### src/rtl/sfr_pkg.sv
// Package for the sample word framer.
// Holds the offsets of the status byte above the sample and the per-channel
// status record. Assumes the channel number field is two bits wide.
package sfr_pkg;

    localparam int ID_W    = 2;   // channel number field width
    localparam int OFS_UN  = 0;   // offsets above the sample field
    localparam int OFS_LUN = 1;
    localparam int OFS_OV  = 2;
    localparam int OFS_LOV = 3;
    localparam int OFS_NEW = 4;
    localparam int OFS_ID  = 5;
    localparam int OFS_PAR = 7;
    localparam int HDR_W   = 8;

    typedef struct packed {
        logic ov;    // live over-range stored with the sample
        logic un;    // live under-range stored with the sample
        logic lov;   // sticky over-range
        logic lun;   // sticky under-range
    } slot_flags_t;

endpackage

### src/rtl/sfr_slot.sv
// One channel's holding slot.
// Keeps the last sample with its live flags, a fresh marker and sticky
// range flags. Assumes 'take' is high only in the cycle the slot's word is
// loaded; the loaded word uses the values held before that edge.
module sfr_slot
    import sfr_pkg::*;
#(
    parameter int SW = 16
) (
    input  logic          clk,
    input  logic          rst_n,
    input  logic          vld,
    input  logic [SW-1:0] data,
    input  logic          ovf,
    input  logic          unf,
    input  logic          take,
    output logic          pend,
    output logic [SW-1:0] data_q,
    output slot_flags_t   flags_q
);

    logic clash;

    // a strobe on a slot that stays pending is an overwrite
    always_comb clash = vld && pend && !take;

    // fresh marker: set by strobe, cleared by load
    always_ff @(posedge clk) begin
        if (!rst_n)    pend <= 1'b0;
        else if (vld)  pend <= 1'b1;
        else if (take) pend <= 1'b0;
    end

    // sample and live flags captured on strobe
    always_ff @(posedge clk) begin
        if (!rst_n) begin
            data_q     <= '0;
            flags_q.ov <= 1'b0;
            flags_q.un <= 1'b0;
        end else if (vld) begin
            data_q     <= data;
            flags_q.ov <= ovf;
            flags_q.un <= unf;
        end
    end

    // sticky flags: cleared on load, set by flags or overwrite
    always_ff @(posedge clk) begin
        if (!rst_n) begin
            flags_q.lov <= 1'b0;
            flags_q.lun <= 1'b0;
        end else begin
            flags_q.lov <= (flags_q.lov && !take) || (vld && (ovf || clash));
            flags_q.lun <= (flags_q.lun && !take) || (vld && unf);
        end
    end

endmodule

### src/rtl/sfr_rr.sv
// Round-robin channel picker.
// Prefers enabled channels with fresh data; otherwise falls back to the next
// enabled channel for a re-send. Search starts after the last channel served.
// Assumes NCH is at most 2**ID_W.
module sfr_rr
    import sfr_pkg::*;
#(
    parameter int NCH = 4
) (
    input  logic            clk,
    input  logic            rst_n,
    input  logic            req,
    input  logic [NCH-1:0]  ch_en,
    input  logic [NCH-1:0]  pend,
    output logic            grant,
    output logic [ID_W-1:0] grant_id,
    output logic            grant_new
);

    logic [ID_W-1:0] last_q;
    logic            hit_p, hit_e;
    logic [ID_W-1:0] id_p, id_e;

    // two rotating searches: fresh-and-enabled, then enabled only
    always_comb begin
        hit_p = 1'b0;
        hit_e = 1'b0;
        id_p  = '0;
        id_e  = '0;
        for (int k = 1; k <= NCH; k++) begin
            logic [ID_W-1:0] idx;
            idx = ID_W'((int'(last_q) + k) % NCH);
            if (!hit_p && ch_en[idx] && pend[idx]) begin
                hit_p = 1'b1;
                id_p  = idx;
            end
            if (!hit_e && ch_en[idx]) begin
                hit_e = 1'b1;
                id_e  = idx;
            end
        end
    end

    // grant outputs for this request
    always_comb begin
        grant     = req && hit_e;
        grant_id  = hit_p ? id_p : id_e;
        grant_new = hit_p;
    end

    // remember the channel served
    always_ff @(posedge clk) begin
        if (!rst_n)     last_q <= ID_W'(NCH - 1);
        else if (grant) last_q <= grant_id;
    end

endmodule

### src/rtl/sfr_pack.sv
// Word builder: places channel number, markers and sample, then adds the
// even parity bit over everything below it. Purely combinational.
module sfr_pack
    import sfr_pkg::*;
#(
    parameter int SW = 16,
    localparam int WW = SW + HDR_W
) (
    input  logic [ID_W-1:0] id,
    input  logic            fresh,
    input  slot_flags_t     flags,
    input  logic [SW-1:0]   data,
    output logic [WW-1:0]   word
);

    logic [WW-2:0] body;

    // assemble the fields, then parity on top
    always_comb begin
        body                               = '0;
        body[SW-1:0]                       = data;
        body[SW+OFS_UN]                    = flags.un;
        body[SW+OFS_LUN]                   = flags.lun;
        body[SW+OFS_OV]                    = flags.ov;
        body[SW+OFS_LOV]                   = flags.lov;
        body[SW+OFS_NEW]                   = fresh;
        body[SW+OFS_ID +: ID_W]            = id;
        word                               = {^body, body};
    end

endmodule

### src/rtl/sfr_ready.sv
// External ready line.
// Set by a strobe of the chosen channel, held until a falling edge of chip
// select is seen; a strobe at that same edge wins over the clear.
module sfr_ready (
    input  logic clk,
    input  logic rst_n,
    input  logic fast_vld,
    input  logic cs_n,
    output logic drdy
);

    logic cs_q;

    // previous chip select level for edge detection
    always_ff @(posedge clk) begin
        if (!rst_n) cs_q <= 1'b1;
        else        cs_q <= cs_n;
    end

    // sticky ready flag
    always_ff @(posedge clk) begin
        if (!rst_n) drdy <= 1'b0;
        else        drdy <= fast_vld || (drdy && !(cs_q && !cs_n));
    end

endmodule

### src/rtl/smp_word_framer.sv
// Multichannel sample word framer, top level.
// One holding slot per channel, a round-robin picker, a word builder and the
// ready line. The word and its load strobe are registered, so a request at
// one edge produces the word in the following cycle.
module smp_word_framer
    import sfr_pkg::*;
#(
    parameter int NCH = 4,
    parameter int SW  = 16,
    localparam int WW = SW + HDR_W
) (
    input  logic            clk,
    input  logic            rst_n,
    input  logic [NCH-1:0]  ch_en,
    input  logic [NCH-1:0]  smp_vld,
    input  logic [NCH*SW-1:0] smp_data,
    input  logic [NCH-1:0]  smp_ovf,
    input  logic [NCH-1:0]  smp_unf,
    input  logic [ID_W-1:0] fast_sel,
    input  logic            cs_n,
    input  logic            word_req,
    output logic [WW-1:0]   word_out,
    output logic            word_load,
    output logic            drdy_out
);

    logic [NCH-1:0]  pend;
    logic [NCH-1:0]  take;
    logic [SW-1:0]   slot_data [NCH];
    slot_flags_t     slot_flg  [NCH];
    logic            grant, grant_new;
    logic [ID_W-1:0] grant_id;
    logic [WW-1:0]   word_d;

    // one holding slot per channel
    for (genvar c = 0; c < NCH; c++) begin : g_slot
        always_comb take[c] = grant && (grant_id == ID_W'(c));

        sfr_slot #(.SW(SW)) u_slot (
            .clk     (clk),
            .rst_n   (rst_n),
            .vld     (smp_vld[c]),
            .data    (smp_data[c*SW +: SW]),
            .ovf     (smp_ovf[c]),
            .unf     (smp_unf[c]),
            .take    (take[c]),
            .pend    (pend[c]),
            .data_q  (slot_data[c]),
            .flags_q (slot_flg[c])
        );
    end

    sfr_rr #(.NCH(NCH)) u_rr (
        .clk       (clk),
        .rst_n     (rst_n),
        .req       (word_req),
        .ch_en     (ch_en),
        .pend      (pend),
        .grant     (grant),
        .grant_id  (grant_id),
        .grant_new (grant_new)
    );

    sfr_pack #(.SW(SW)) u_pack (
        .id    (grant_id),
        .fresh (grant_new),
        .flags (slot_flg[grant_id]),
        .data  (slot_data[grant_id]),
        .word  (word_d)
    );

    sfr_ready u_ready (
        .clk      (clk),
        .rst_n    (rst_n),
        .fast_vld (smp_vld[fast_sel]),
        .cs_n     (cs_n),
        .drdy     (drdy_out)
    );

    // output word register and load strobe
    always_ff @(posedge clk) begin
        if (!rst_n) begin
            word_out  <= '0;
            word_load <= 1'b0;
        end else begin
            word_load <= grant;
            if (grant) word_out <= word_d;
        end
    end

endmodule

### config.mk
export PLATFORM = sky130hd
export DESIGN_NAME = smp_word_framer
export DESIGN_NICKNAME = d
export VERILOG_FILES = /design/src/rtl/sfr_pkg.sv /design/src/rtl/sfr_slot.sv /design/src/rtl/sfr_rr.sv /design/src/rtl/sfr_pack.sv /design/src/rtl/sfr_ready.sv /design/src/rtl/smp_word_framer.sv
export SDC_FILE = /design/constraint.sdc
export NUM_CORES = 1
export LEC_CHECK = 0
export BUFFER_PORTS_ARGS = -buffer_cell sky130_fd_sc_hd__buf_2
export CORE_MARGIN = 1
export CORE_UTILIZATION = 55
export DETAILED_ROUTE_END_ITERATION = 7
export PLACE_DENSITY = 0.79
export REMOVE_ABC_BUFFERS = 1
export SETUP_SLACK_MARGIN = 0.2
export SLEW_MARGIN = 20
export SYNTH_ARGS = -nofsm -noshare
export SYNTH_HDL_FRONTEND = slang
export SYNTH_HIERARCHICAL = 1
export SYNTH_SLANG_ARGS = --single-unit
### constraint.sdc
create_clock -name clk -period 3.7 [get_ports clk]
set_input_delay 0.555 -clock clk [delete_from_list [all_inputs] [get_ports clk]]
set_output_delay 0.555 -clock clk [all_outputs]
set_load 0.02 [all_outputs]
# [Word level (Yosys, flattened, before mapping)]
# Cells that the tools add are included.
[op_classes] n_addsub=4 magnitude_cmp=6 n_eq_ne=3 mux=49 bitwise=1 n_reduce_logical=72
[op_table] operator="$logic_and 1x1->1" n=41
[op_table] operator="$bmux 16 s2" n=1
[op_table] operator="$mux 16" n=2
[op_table] operator="$mux 1" n=25
[op_table] operator="$reduce_xor 23->1" n=1
[op_table] operator="$bmux 1 s2" n=9
[op_table] operator="$mux 2" n=9
[op_table] operator="$lt 2x3->1 const B" n=5
[op_table] operator="$logic_or 1x1->1" n=13
[op_table] operator="$logic_not 1->1" n=12
[op_table] operator="$bmux 4 s2" n=1
[op_table] operator="$mux 4" n=2
[op_table] operator="$reduce_bool 2->1" n=4
[op_table] operator="$add 2x1->2 const B" n=2
[op_table] operator="$add 2x2->2 const B" n=2
[op_table] operator="$eq 2x2->1 const B" n=2
[op_table] operator="$ge 3x3->1 const B" n=1
[op_table] operator="$not 2->3" n=1
[op_table] operator="$eq 2x1->1 const B" n=1
[op_table] operator="$logic_not 2->1" n=1
[totals] regBits=113 inputBits=86 out_inout_bits=26 word_cells=164

# [Longest topological paths before layout]
# Gate-level depths: netlist (run 1).
[depth] word_depth=25 mapped_depth=14 depth_no_buf=11

# [Modules after synthesis]
# Netlist (run 1), hierarchy kept.
[modules_own_cells] mod="sfr_slot" n_inst=4 cells_each=71 area_per_inst_um2=772.0 seq_area_each_um2=420.4
[modules_own_cells] mod="smp_word_framer" n_inst=1 cells_each=111 area_per_inst_um2=1496.4 seq_area_each_um2=500.5
[modules_own_cells] mod="sfr_rr" n_inst=1 cells_each=50 area_per_inst_um2=382.9 seq_area_each_um2=40.0
[modules_own_cells] mod="sfr_pack" n_inst=1 cells_each=44 area_per_inst_um2=370.4 seq_area_each_um2=0.0
[modules_own_cells] mod="sfr_ready" n_inst=1 cells_each=6 area_per_inst_um2=67.6 seq_area_each_um2=40.0

# [Least setup slack after synthesis (run 1)]
# OpenSTA, ideal clock, no wires.
[synth_path] path_kind="in2reg" start="input port ch_en[3]" end="register word_out[23]" setup_ps=116 arrival_ps=3297 t_required_ps=3584 path_slack_ps=287 cell_stages=14 path_buffers=3 cell_sequence="buf_6 > a22o_1 > or2_4 > a31o_1 > nand3_1 > buf_6 > buf_6 > mux4_2 > xnor2_1 > xnor2_1 > xnor2_1 > xnor3_1 > mux2i_1 > nor2b_1"
[synth_via] elab_chain_cells=22 word_cells_on_any_way=50 classes_between="mux: 31; bitwise: 1; reduce/logical: 18"
[synth_lines] element="start: declaration" line_no="smp_word_framer.sv:14" text="input logic [NCH-1:0] ch_en,"
[synth_lines] element="$bmux 1 s2" line_no="sfr_rr.sv:33" text="if (!hit_p && ch_en[idx] && pend[idx]) begin"
[synth_lines] element="$mux 1 (implied by the code)" line_no="sfr_rr.sv:33"
[synth_lines] element="$logic_and 1x1->1" line_no="sfr_rr.sv:33"
[synth_lines] element="$mux 1" line_no="sfr_rr.sv:33"
[synth_lines] element="$logic_not 1->1" line_no="sfr_rr.sv:33"
[synth_lines] element="$logic_and 1x1->1 (2 in series)" line_no="sfr_rr.sv:33"
[synth_lines] element="$mux 1" line_no="sfr_rr.sv:33"
[synth_lines] element="$logic_not 1->1" line_no="sfr_rr.sv:33"
[synth_lines] element="[... 7 more ...]"
[synth_lines] element="via grant_new" line_no="smp_word_framer.sv:31" text="logic grant, grant_new;"
[synth_lines] element="$mux 2 *" line_no="sfr_rr.sv:47" text="grant_id = hit_p ? id_p : id_e;"
[synth_lines] element="via grant_id[0]" line_no="smp_word_framer.sv:32" text="logic [ID_W-1:0] grant_id;"
[synth_lines] element="$not 2->3 (implied by the code)" line_no="smp_word_framer.sv:67, smp_word_framer.sv:68"
[synth_lines] element="$bmux 16 s2 or $bmux 4 s2 (tied branches)" line_no="smp_word_framer.sv:68, smp_word_framer.sv:67"
[synth_lines] element="$mux 16 (implied by the code) or $mux 4 (tied branches) (2 in series)" line_no="smp_word_framer.sv:68, smp_word_framer.sv:67"
[synth_lines] element="$reduce_xor 23->1 *" line_no="sfr_pack.sv:28" text="word = {^body, body};"
[synth_lines] element="via word_d[23]" line_no="smp_word_framer.sv:33" text="logic [WW-1:0] word_d;"
[synth_lines] element="end signal: assignment" line_no="smp_word_framer.sv:87" text="if (grant) word_out <= word_d;"
[synth_lines] element="end: declaration" line_no="smp_word_framer.sv:22" text="output logic [WW-1:0] word_out,"
# Mark *: on every way through the listed nets, which the timed path passes. The rest lies on a longest branch. The select of a mux whose other input is x is not followed.
# A chain may end at the register's enable or synchronous reset.

# [Final worst setup path (run 1)]
[layout_path] start="register g_slot[3].u_slot.pend" end="register word_out[23]"
[layout_via] elab_chain_cells=22 word_cells_on_any_way=35 classes_between="mux: 23; bitwise: 1; reduce/logical: 11"
[layout_lines] element="start: declaration" line_no="sfr_slot.sv:17" text="output logic pend,"
[layout_lines] element="start signal: assignment" line_no="sfr_slot.sv:29" text="if (!rst_n) pend <= 1'b0;"
[layout_lines] element="start signal: assignment" line_no="sfr_slot.sv:30" text="else if (vld) pend <= 1'b1;"
[layout_lines] element="start signal: assignment" line_no="sfr_slot.sv:31" text="else if (take) pend <= 1'b0;"
[layout_lines] element="$bmux 1 s2" line_no="sfr_rr.sv:33"
[layout_lines] element="$mux 1 (implied by the code)" line_no="sfr_rr.sv:33"
[layout_lines] element="$logic_and 1x1->1" line_no="sfr_rr.sv:33"
[layout_lines] element="$mux 1" line_no="sfr_rr.sv:33"
[layout_lines] element="$logic_not 1->1" line_no="sfr_rr.sv:33"
[layout_lines] element="$logic_and 1x1->1 (2 in series)" line_no="sfr_rr.sv:33"
[layout_lines] element="$mux 1" line_no="sfr_rr.sv:33"
[layout_lines] element="$logic_not 1->1" line_no="sfr_rr.sv:33"
[layout_lines] element="[... 7 more ...]"
[layout_lines] element="via grant_new" line_no="smp_word_framer.sv:31"
[layout_lines] element="$mux 2 *" line_no="sfr_rr.sv:47"
[layout_lines] element="via grant_id[0]" line_no="smp_word_framer.sv:32"
[layout_lines] element="$not 2->3 (implied by the code)" line_no="smp_word_framer.sv:67, smp_word_framer.sv:68"
[layout_lines] element="$bmux 16 s2 or $bmux 4 s2 (tied branches)" line_no="smp_word_framer.sv:68, smp_word_framer.sv:67"
[layout_lines] element="$mux 16 (implied by the code) or $mux 4 (tied branches) (2 in series)" line_no="smp_word_framer.sv:68, smp_word_framer.sv:67"
[layout_lines] element="$reduce_xor 23->1 *" line_no="sfr_pack.sv:28"
[layout_lines] element="via word_d[23]" line_no="smp_word_framer.sv:33"
# Marked as above.

==> impl_summary.md, run 1 <==
Routing
After detailed routing, the number of vias per cell comes to 5.446. The initial DRC count is 152. Summed over all layers, the routed wires come to 12620 um. In this run the remaining antenna-violating nets after routing total 0. Detailed routing inserted a total of 3905 vias. In the final routed layout, each cell accounts on average for 17.60 um.

After detailed routing, the number of remaining DRC violations is 0. The first detailed-routing pass took 4 iterations.

Yosys
The prevailing post-synth register cell is sky130_fd_sc_hd__dfxtp_1. The number of synthesized flops with an enable pin is 0. The synthesized design contains 113 register bits. Yosys printed 6 warnings. The proportion of register bits with asynchronous set or reset after synthesis is 0%. The sequential-to-total area share from yosys stat is 41.85%.

The mean area per synthesized cell is 10.92 um^2. After technology mapping, the gate count stands at 495. In this run the cell area of the synthesized design comes to 5405 um^2. The synthesized netlist contains 51 unique library cells.

Placement
Detailed placement ended at an HPWL of 8319 um. Port buffering added 111 buffers. The last weighted congestion value of the routability-driven placer is 0.8109. The post-placement cell count is 688.

STA
The clock tree skew after final layout is 0.008789 ns. The share of the clock period used by the worst path is 92.00%. Headroom to the max-slew limit came out at 42.94%.

The final critical delay including setup and external delays is 3.404 ns. The worst hold slack across all endpoints is 0.2612 ns. Setup repair after global routing left no endpoint under its margin. The number of hold violations in the final report is 0. The setup violation total in the final timing report is 0.

The max-slew violation count is 0. The maximum achievable frequency is 0.2938 GHz. The transition time at the pin with the least slew margin is 0.8550 ns.

Power
Cell internal power was estimated by the tool at 0.002749 W. For this design the ratio of total power to cell area is 586.3 nW/um^2. The switching power is 0.0009792 W. The overall power consumption is 0.003728 W. The analysis attributes to cell leakage a power of 2.939 nW. Net switching is 26.27% of the power. The worst supply voltage drop on vdd is 0.0003273 V. Registers are responsible for 36.7% of the overall power. The fraction of power consumed by combinational cells is 22.6%. In this run, the clock network consumes 40.7% of the power.

Layout
In the final layout, the multi-input gates occupy 2734 um^2. The repair_antennas step left the layout with diodes totalling 0. The filler-free cell count of the finished design is 717. The fraction of the core area covered by cells at the end of the flow is 67.85%. The footprint of the flip-flops and latches is 2262 um^2.

The total of fill cells in the finished design is 743. The fraction of final layout cells with drive strength greater than 1 is 32.14%. Leaving out fill and tap cells, the most frequent cell in the layout is sky130_fd_sc_hd__dfxtp_1. The final layout net count is 664. Leaving out fill and tap cells, the most frequent cells in the layout are sky130_fd_sc_hd__dfxtp_1 (113), sky130_fd_sc_hd__buf_2 (111), sky130_fd_sc_hd__mux2i_1 (89), sky130_fd_sc_hd__nor2_1 (69), sky130_fd_sc_hd__nor2b_1 (28).

The layout overhead on the synthesized area is 17.64%.

Floorplan
The die footprint is 10230 um^2. The die is 101.1 um wide. The number of ports placed on the die boundary is 112. The initial core utilization is 57.68%. The height of the die is 101.1 um. The row count is 35. The area of the placeable core is 9371 um^2.

Critical path
The worst setup path is of the reg2reg kind. The startpoint of the most critical setup path is g_slot[3].u_slot/pend. The endpoint type of the worst setup path is a flop. Data arrives at the worst endpoint at 3.79 ns. The signal on the critical path passes through a22o_1 > or2_4 > a31o_1 > nand3_2 > buf_6 > buf_4 > mux4_1 > xnor2_1 > xnor2_1 > xnor3_1 > mux2i_1 > nor2b_1.

The number of cell instances on the worst register-to-register path is 12. The top fanout value on the critical path is 11. The cell family contributing the most delay on the critical path is XOR/XNOR gates.

In this run the worst setup path terminates at word_out[23]. Counting stages on the worst path, the most repeated cell is sky130_fd_sc_hd__xnor2_1. The endpoint identified for the worst register-to-register timing path is word_out[23].

Setup slack on the worst reg-to-reg path comes out at 0.30 ns. The number of buffer and inverter stages on the critical path is 2. The depth of the critical timing path with buffers and inverters included is 12.

For this run, the slowest stage of the critical path takes 0.60 ns. For the worst setup path, the data required time is 4.09 ns. The nature of the critical path startpoint is a flop. On the critical path, the stage with the largest delay is an instance of sky130_fd_sc_hd__mux4_1.

The source of the worst register-to-register timing path is g_slot[3].u_slot/pend.

Clocking
The buffer depth of the longest clock path is 2. The source-to-sink clock delay at the later pin of the worst-skew pair is 0.51 ns. TritonCTS built the clock tree. The H-tree generated during clock tree synthesis spans 4 levels.

The buffer cell driving the clock tree root is sky130_fd_sc_hd__clkbuf_8. The count of clock tree sinks is 113. The total of hold buffers inserted after clock tree synthesis is 0. The clock transition at the registers of the reported paths is 0.05 ns. The number of clock buffers inserted by TritonCTS is 17.

Global route
Entering global routing, the biggest net connects 37 pins. Global routing used 25.86% of the available tracks across all layers. The initial antenna violation count is 1. The first global-routing pass estimated 19730 um of wire. The total overflow reported by the global router is 0. The via count of the first global-routing pass came to 3946.

Worst hold path
The path class of the tightest hold or removal check is in2reg.

Status
The run finished with clean final reports.

Flow run
The max-capacitance violation count is 0.
[metrics by stage]
step	setup WS (ns)	instance area (um^2)	setup TNS, ns
5_1_grt	0.2004	6359	0
3_3_place_gp	0.07979	5794	0
2_1_floorplan	-0.2620	4999	-0.2620
3_5_place_dp	0.02130	5794	0
6_report	0.2958	6359	0
4_1_cts	0.2785	6344	0
[layer usage]
layer	vias to the layer above	wire length [um]	global-route usage, %	share of wire, %
met5	-	8	0	0.063
met1	1882	5292	33.22	42
met2	145	6283	42.65	50
met3	14	887	6.970	7.0
li1	1862	-	-	-
met4	2	144	8.138	1.1
[sequential cells by signal (all words and copies together), names as in the netlist]
signal / flops
g_slot.u_slot/data_q: 64
word_out: 24
g_slot.u_slot/flags_q: 16
g_slot.u_slot/pend: 4
u_rr/last_q: 2
u_ready/cs_q: 1
u_ready/drdy: 1
word_load: 1
[how the worst min path moves through the flow]
stage | startpoint | end | slack, ns | depth (start not counted)
after floorplan | g_slot[1].u_slot/flags_q[3] | g_slot[1].u_slot/flags_q[3] | 0.44 | 2
after global placement | g_slot[1].u_slot/flags_q[3] | g_slot[1].u_slot/flags_q[3] | 0.45 | 2
after detailed placement | g_slot[0].u_slot/flags_q[2] | g_slot[0].u_slot/flags_q[2] | 0.46 | 2
after CTS | cs_n | u_ready/cs_q | 0.24 | 2
after global routing | cs_n | u_ready/cs_q | 0.25 | 2
final | cs_n | u_ready/cs_q | 0.26 | 2
[what timing repair did]
item / in CTS / in global routing
setup endpoints to repair: 0 / 1
buffers inserted: 0 / 0
gates resized for setup: 0 / 4
[power by group through the flow]
stage	registers (W)	logic [W]	clock network, W
floorplan	0.00140	0.000560	0
global placement	0.00139	0.000801	0
detailed placement	0.00139	0.000824	0
CTS	0.00137	0.000838	0.00153
global route	0.00138	0.000901	0.00160
finish	0.00137	0.000844	0.00152
[synthesized netlist by cell type, types with 2 or more instances]
cell type | number | area (um^2)
sky130_fd_sc_hd__dfxtp_1 | 113 | 2262
sky130_fd_sc_hd__mux2i_1 | 89 | 890.9
sky130_fd_sc_hd__nor2_1 | 69 | 259.0
sky130_fd_sc_hd__nor2b_1 | 28 | 175.2
sky130_fd_sc_hd__buf_4 | 26 | 195.2
sky130_fd_sc_hd__mux4_2 | 18 | 405.4
sky130_fd_sc_hd__nand2b_1 | 17 | 106.4
sky130_fd_sc_hd__xnor2_1 | 17 | 148.9
sky130_fd_sc_hd__a21oi_1 | 14 | 70.07
sky130_fd_sc_hd__buf_6 | 11 | 123.9
sky130_fd_sc_hd__buf_2 | 9 | 45.04
sky130_fd_sc_hd__nand2_1 | 9 | 33.78
sky130_fd_sc_hd__clkbuf_1 | 6 | 22.52
sky130_fd_sc_hd__inv_1 | 5 | 18.77
sky130_fd_sc_hd__nand2_2 | 5 | 31.28
sky130_fd_sc_hd__a31oi_2 | 4 | 50.05
sky130_fd_sc_hd__nand3_1 | 4 | 20.02
sky130_fd_sc_hd__nand3b_4 | 4 | 80.08
sky130_fd_sc_hd__o21a_1 | 4 | 30.03
sky130_fd_sc_hd__mux4_1 | 3 | 78.83
sky130_fd_sc_hd__o21ai_0 | 3 | 15.01
sky130_fd_sc_hd__o221ai_1 | 3 | 26.28
sky130_fd_sc_hd__xor2_1 | 3 | 26.28
sky130_fd_sc_hd__and2_1 | 2 | 12.51
sky130_fd_sc_hd__and2b_1 | 2 | 15.01
sky130_fd_sc_hd__and2b_2 | 2 | 17.52
[area by class of cell]
class,instances,share of cell area [%]
Sequential cell,113,35.58
Clock buffer,23,7.340
Multi-Input combinational cell,323,42.99
Tap cell,129,2.538
Timing Repair Buffer,117,9.898
Inverter,6,0.3542
Clock inverter,6,1.299
[worst register-to-register path: cells and delay by family, from the launching register on]
family | cells | cell delay (ns)
AO/OA/AOI/OAI | 2 | 0.52
multiplexers | 2 | 0.75
XOR/XNOR | 3 | 0.80
buffers and inverters | 2 | 0.35
flip-flops | 1 | 0.41
AND/OR/NAND/NOR | 3 | 0.47
[kinds of logic (layout without fill, tap and decap cells)]
| family | Yosys count | in the layout | synth area share (%) |
|---|---|---|---|
| multiplexers | 110 | 110 | 25.44 |
| AO/OA/AOI/OAI | 43 | 43 | 6.181 |
| flip-flops | 113 | 113 | 41.85 |
| AND/OR/NAND/NOR | 149 | 149 | 14.93 |
| XOR/XNOR | 21 | 21 | 3.657 |
| buffers and inverters | 59 | 152 | 7.940 |
No activity file was read; power rests on OpenSTA's default activity.
==> inputs of run 2 (changes only) <==
MAX_ROUTING_LAYER = met4   (was unset)
==> run 2 against run 1 <==
  * First-iteration DRC count rose by 20%
  * Largest cell class unchanged
  * Sequential cell count did not move
  * Clock skew fell by 0.00063 ns
  * Worst hold slack got worse by 0.0022 ns
  * Total power rose by 0.11%
  * Clock power barely moved
  * Critical path type unchanged
  * Highest routed layer is now met4
==> impl_summary.md, run 2 (synthesized netlist as in run 1, its figures left out) <==
STA
The relative max-transition margin was 42.29% (-0.65 points). The number of hold violations in the final report is 0 (unchanged). The final critical delay including setup and external delays is 3.412 ns (+0.007914 ns). The max-slew violation count was 0 (unchanged). The worst hold slack across all endpoints is 0.2590 ns (-0.002155 ns). The setup violation total in the final timing report was 0 (unchanged). Setup repair after global routing left no endpoint under its margin. The share of the clock period used by the worst path is 92.22% (+0.21 points). The maximum achievable frequency came to 0.2931 GHz (-0.23%).

The transition time at the pin with the least slew margin is 0.8647 ns (+0.009731 ns). The clock tree skew after final layout is 0.008160 ns (-0.0006288 ns).

Layout
The fraction of final layout cells with drive strength greater than 1 was 32.14% (unchanged). The final layout net count came to 664 (unchanged). More flip-flops sit in one register than any other, and that register is g_slot.u_slot/data_q. Leaving out fill and tap cells, the most frequent cell in the layout is sky130_fd_sc_hd__dfxtp_1. The layout overhead on the synthesized area is 17.69% (about the same).

The total of fill cells in the finished design was 746 (+0.40%). In the layout the commonest cells are sky130_fd_sc_hd__dfxtp_1 (113), sky130_fd_sc_hd__buf_2 (111), sky130_fd_sc_hd__mux2i_1 (89), sky130_fd_sc_hd__nor2_1 (69), sky130_fd_sc_hd__nor2b_1 (28). In the final layout, the registers with the most flip-flops are g_slot.u_slot/data_q (64), word_out (24), g_slot.u_slot/flags_q (16). The flip-flop count of the largest register after layout came to 64 (unchanged).

Routing
The detailed route wirelength on metal2 is 6360 um (+1.2%). The average via count per standard cell is 5.429 (-0.32%). The initial DRC count is 182 (+20%). The DRC violations left is 0 (unchanged).

The average wire per standard cell was 17.70 um (+0.58%). The top routing layer in use is met4. The count of nets left with antenna violations after detail routing is 0 (unchanged). The via count of the routed design was 3898 (-0.18%). The routed wire length came to 12710 um (+0.72%). The amount of wire on met3 after detailed routing was 810 um (-8.7%).

The count of TritonRoute iterations in the first routing pass was 5 (+1). The sum of routed wire segments on met1 is 5377 um (+1.6%).

Worst hold path
The path type of the worst min-delay path is in2reg.

Power
The overall power consumption is 0.003732 W (+0.11%). The worst supply voltage drop on vdd is 0.0003269 V (-0.12%). The leakage power total is 2.939 nW (unchanged). The power density over the cells came to 586.8 nW/um^2 (about the same).

Placement
The placed wire-length estimate after detailed placement is 8319 um (unchanged). The port buffer count was 111 (unchanged). The last weighted congestion value of the routability-driven placer is 0.8229 (+1.5%).

Clocking
The total of hold buffers inserted after clock tree synthesis is 0 (unchanged). The number of clock buffers inserted by TritonCTS came to 17 (unchanged). In this run the clock root is driven by a sky130_fd_sc_hd__clkbuf_8. The buffer depth of the longest clock path is 2 (unchanged). The count of clock tree sinks was 113 (unchanged).

The clock transition at the registers of the reported paths is 0.05 ns (about the same). The source-to-sink clock delay at the later pin of the worst-skew pair is 0.51 ns (about the same). The H-tree depth is 4 (unchanged). The clock tree from TritonCTS is yes.

Global route
The global-route wire length before repair is 19730 um (unchanged). The initial antenna violation count is 1 (unchanged). The total routing usage reported by global routing came to 26.67% (+0.81 points).

The maximum number of pins on one net before global-route repair is 37 (unchanged). The total overflow reported by the global router came to 0 (unchanged). The via count of the first global-routing pass is 3949 (+0.076%).

Critical path
The worst endpoint required time was 4.09 ns (about the same). The endpoint type of the worst setup path is a flop. The top fanout value on the critical path is 11 (unchanged). The nature of the critical path startpoint is a flop. The worst path arrival time is 3.80 ns (about the same). The critical setup path kind is reg2reg. The slack of the worst reg-to-reg path is 0.29 ns (about the same).

Floorplan
The height of the die came to 101.1 um (unchanged). The area of the placeable core is 9371 um^2 (unchanged). The die footprint is 10230 um^2 (unchanged). The row count was 35 (unchanged). The width of the chip is 101.1 um (unchanged). The initial core utilization was 57.68% (unchanged).

The number of ports placed on the die boundary was 112 (unchanged).

Flow run
The max-capacitance violation count is 0 (unchanged).

Status
The run finished with clean final reports.
[run 2: worst paths after layout]
| kind | start | endpoint | depth (start not counted) |
|---|---|---|---|
| setup / recovery | g_slot[3].u_slot/pend | word_out[23] | 12 |
| hold / removal | cs_n | u_ready/cs_q | 2 |
| hold reg to reg | g_slot[3].u_slot/flags_q[0] | g_slot[3].u_slot/flags_q[0] | 2 |
| setup reg to reg | g_slot[3].u_slot/pend | word_out[23] | 12 |
[run 2: where the power goes]
part           internal, W  switching [W]  leakage, nW
clock             0.000995       0.000523        0.270
sequential         0.00131      0.0000606        0.932
combinational     0.000448       0.000400         1.74
[run 2: per-stage QoR]
stage | setup TNS, ns | utilization, % | instance area, um^2 | setup WS, ns | cells
after floorplan | -0.2620 | - | 4999 | -0.2620 | 442
after global placement | 0 | 61.83 | 5794 | 0.07979 | 688
after detailed placement | 0 | 61.83 | 5794 | 0.02130 | 688
after CTS | 0 | 67.69 | 6344 | 0.2785 | 717
after global routing | 0 | 67.88 | 6361 | 0.2003 | 718
final | 0 | 67.88 | 6361 | 0.2879 | 718
[run 2: worst max-delay path: stages, from the launching register on]
cell                      delay (ns)
sky130_fd_sc_hd__dfxtp_1        0.41
sky130_fd_sc_hd__a22o_1         0.29
sky130_fd_sc_hd__or2_4          0.28
sky130_fd_sc_hd__a31o_1         0.22
sky130_fd_sc_hd__nand3_2        0.13
sky130_fd_sc_hd__buf_6          0.19
sky130_fd_sc_hd__buf_4          0.16
sky130_fd_sc_hd__mux4_1         0.60
sky130_fd_sc_hd__xnor2_1        0.26
sky130_fd_sc_hd__xnor2_1        0.19
sky130_fd_sc_hd__xnor3_1        0.35
sky130_fd_sc_hd__mux2i_1        0.15
sky130_fd_sc_hd__nor2b_1        0.06
[run 2: timing repair]
| item | 4_1_cts | 5_1_grt |
|---|---|---|
| setup endpoints to repair | 0 | 1 |
| resized for setup | 0 | 4 |
| buffers inserted | 0 | 0 |
[run 2: per-layer routing]
| metal | global-route usage [%] | up-vias |
|---|---|---|
| li1 | - | 1861 |
| met1 | 33.44 | 1888 |
| met2 | 42.54 | 134 |
| met3 | 6.694 | 15 |
| met4 | 8.138 | 0 |
| met5 | - | - |
[run 2: area by class of cell]
| cell class | count | area [um^2] | area share [%] |
|---|---|---|---|
| antenna | 1 | 2.502 | 0.03934 |
| clock buffer | 23 | 466.7 | 7.337 |
| clock inverter | 6 | 82.58 | 1.298 |
| inverter | 6 | 22.52 | 0.3541 |
| multi-input combinational | 323 | 2734 | 42.98 |
| sequential | 113 | 2262 | 35.56 |
| tap | 129 | 161.4 | 2.537 |
| timing repair buffer | 117 | 629.4 | 9.894 |
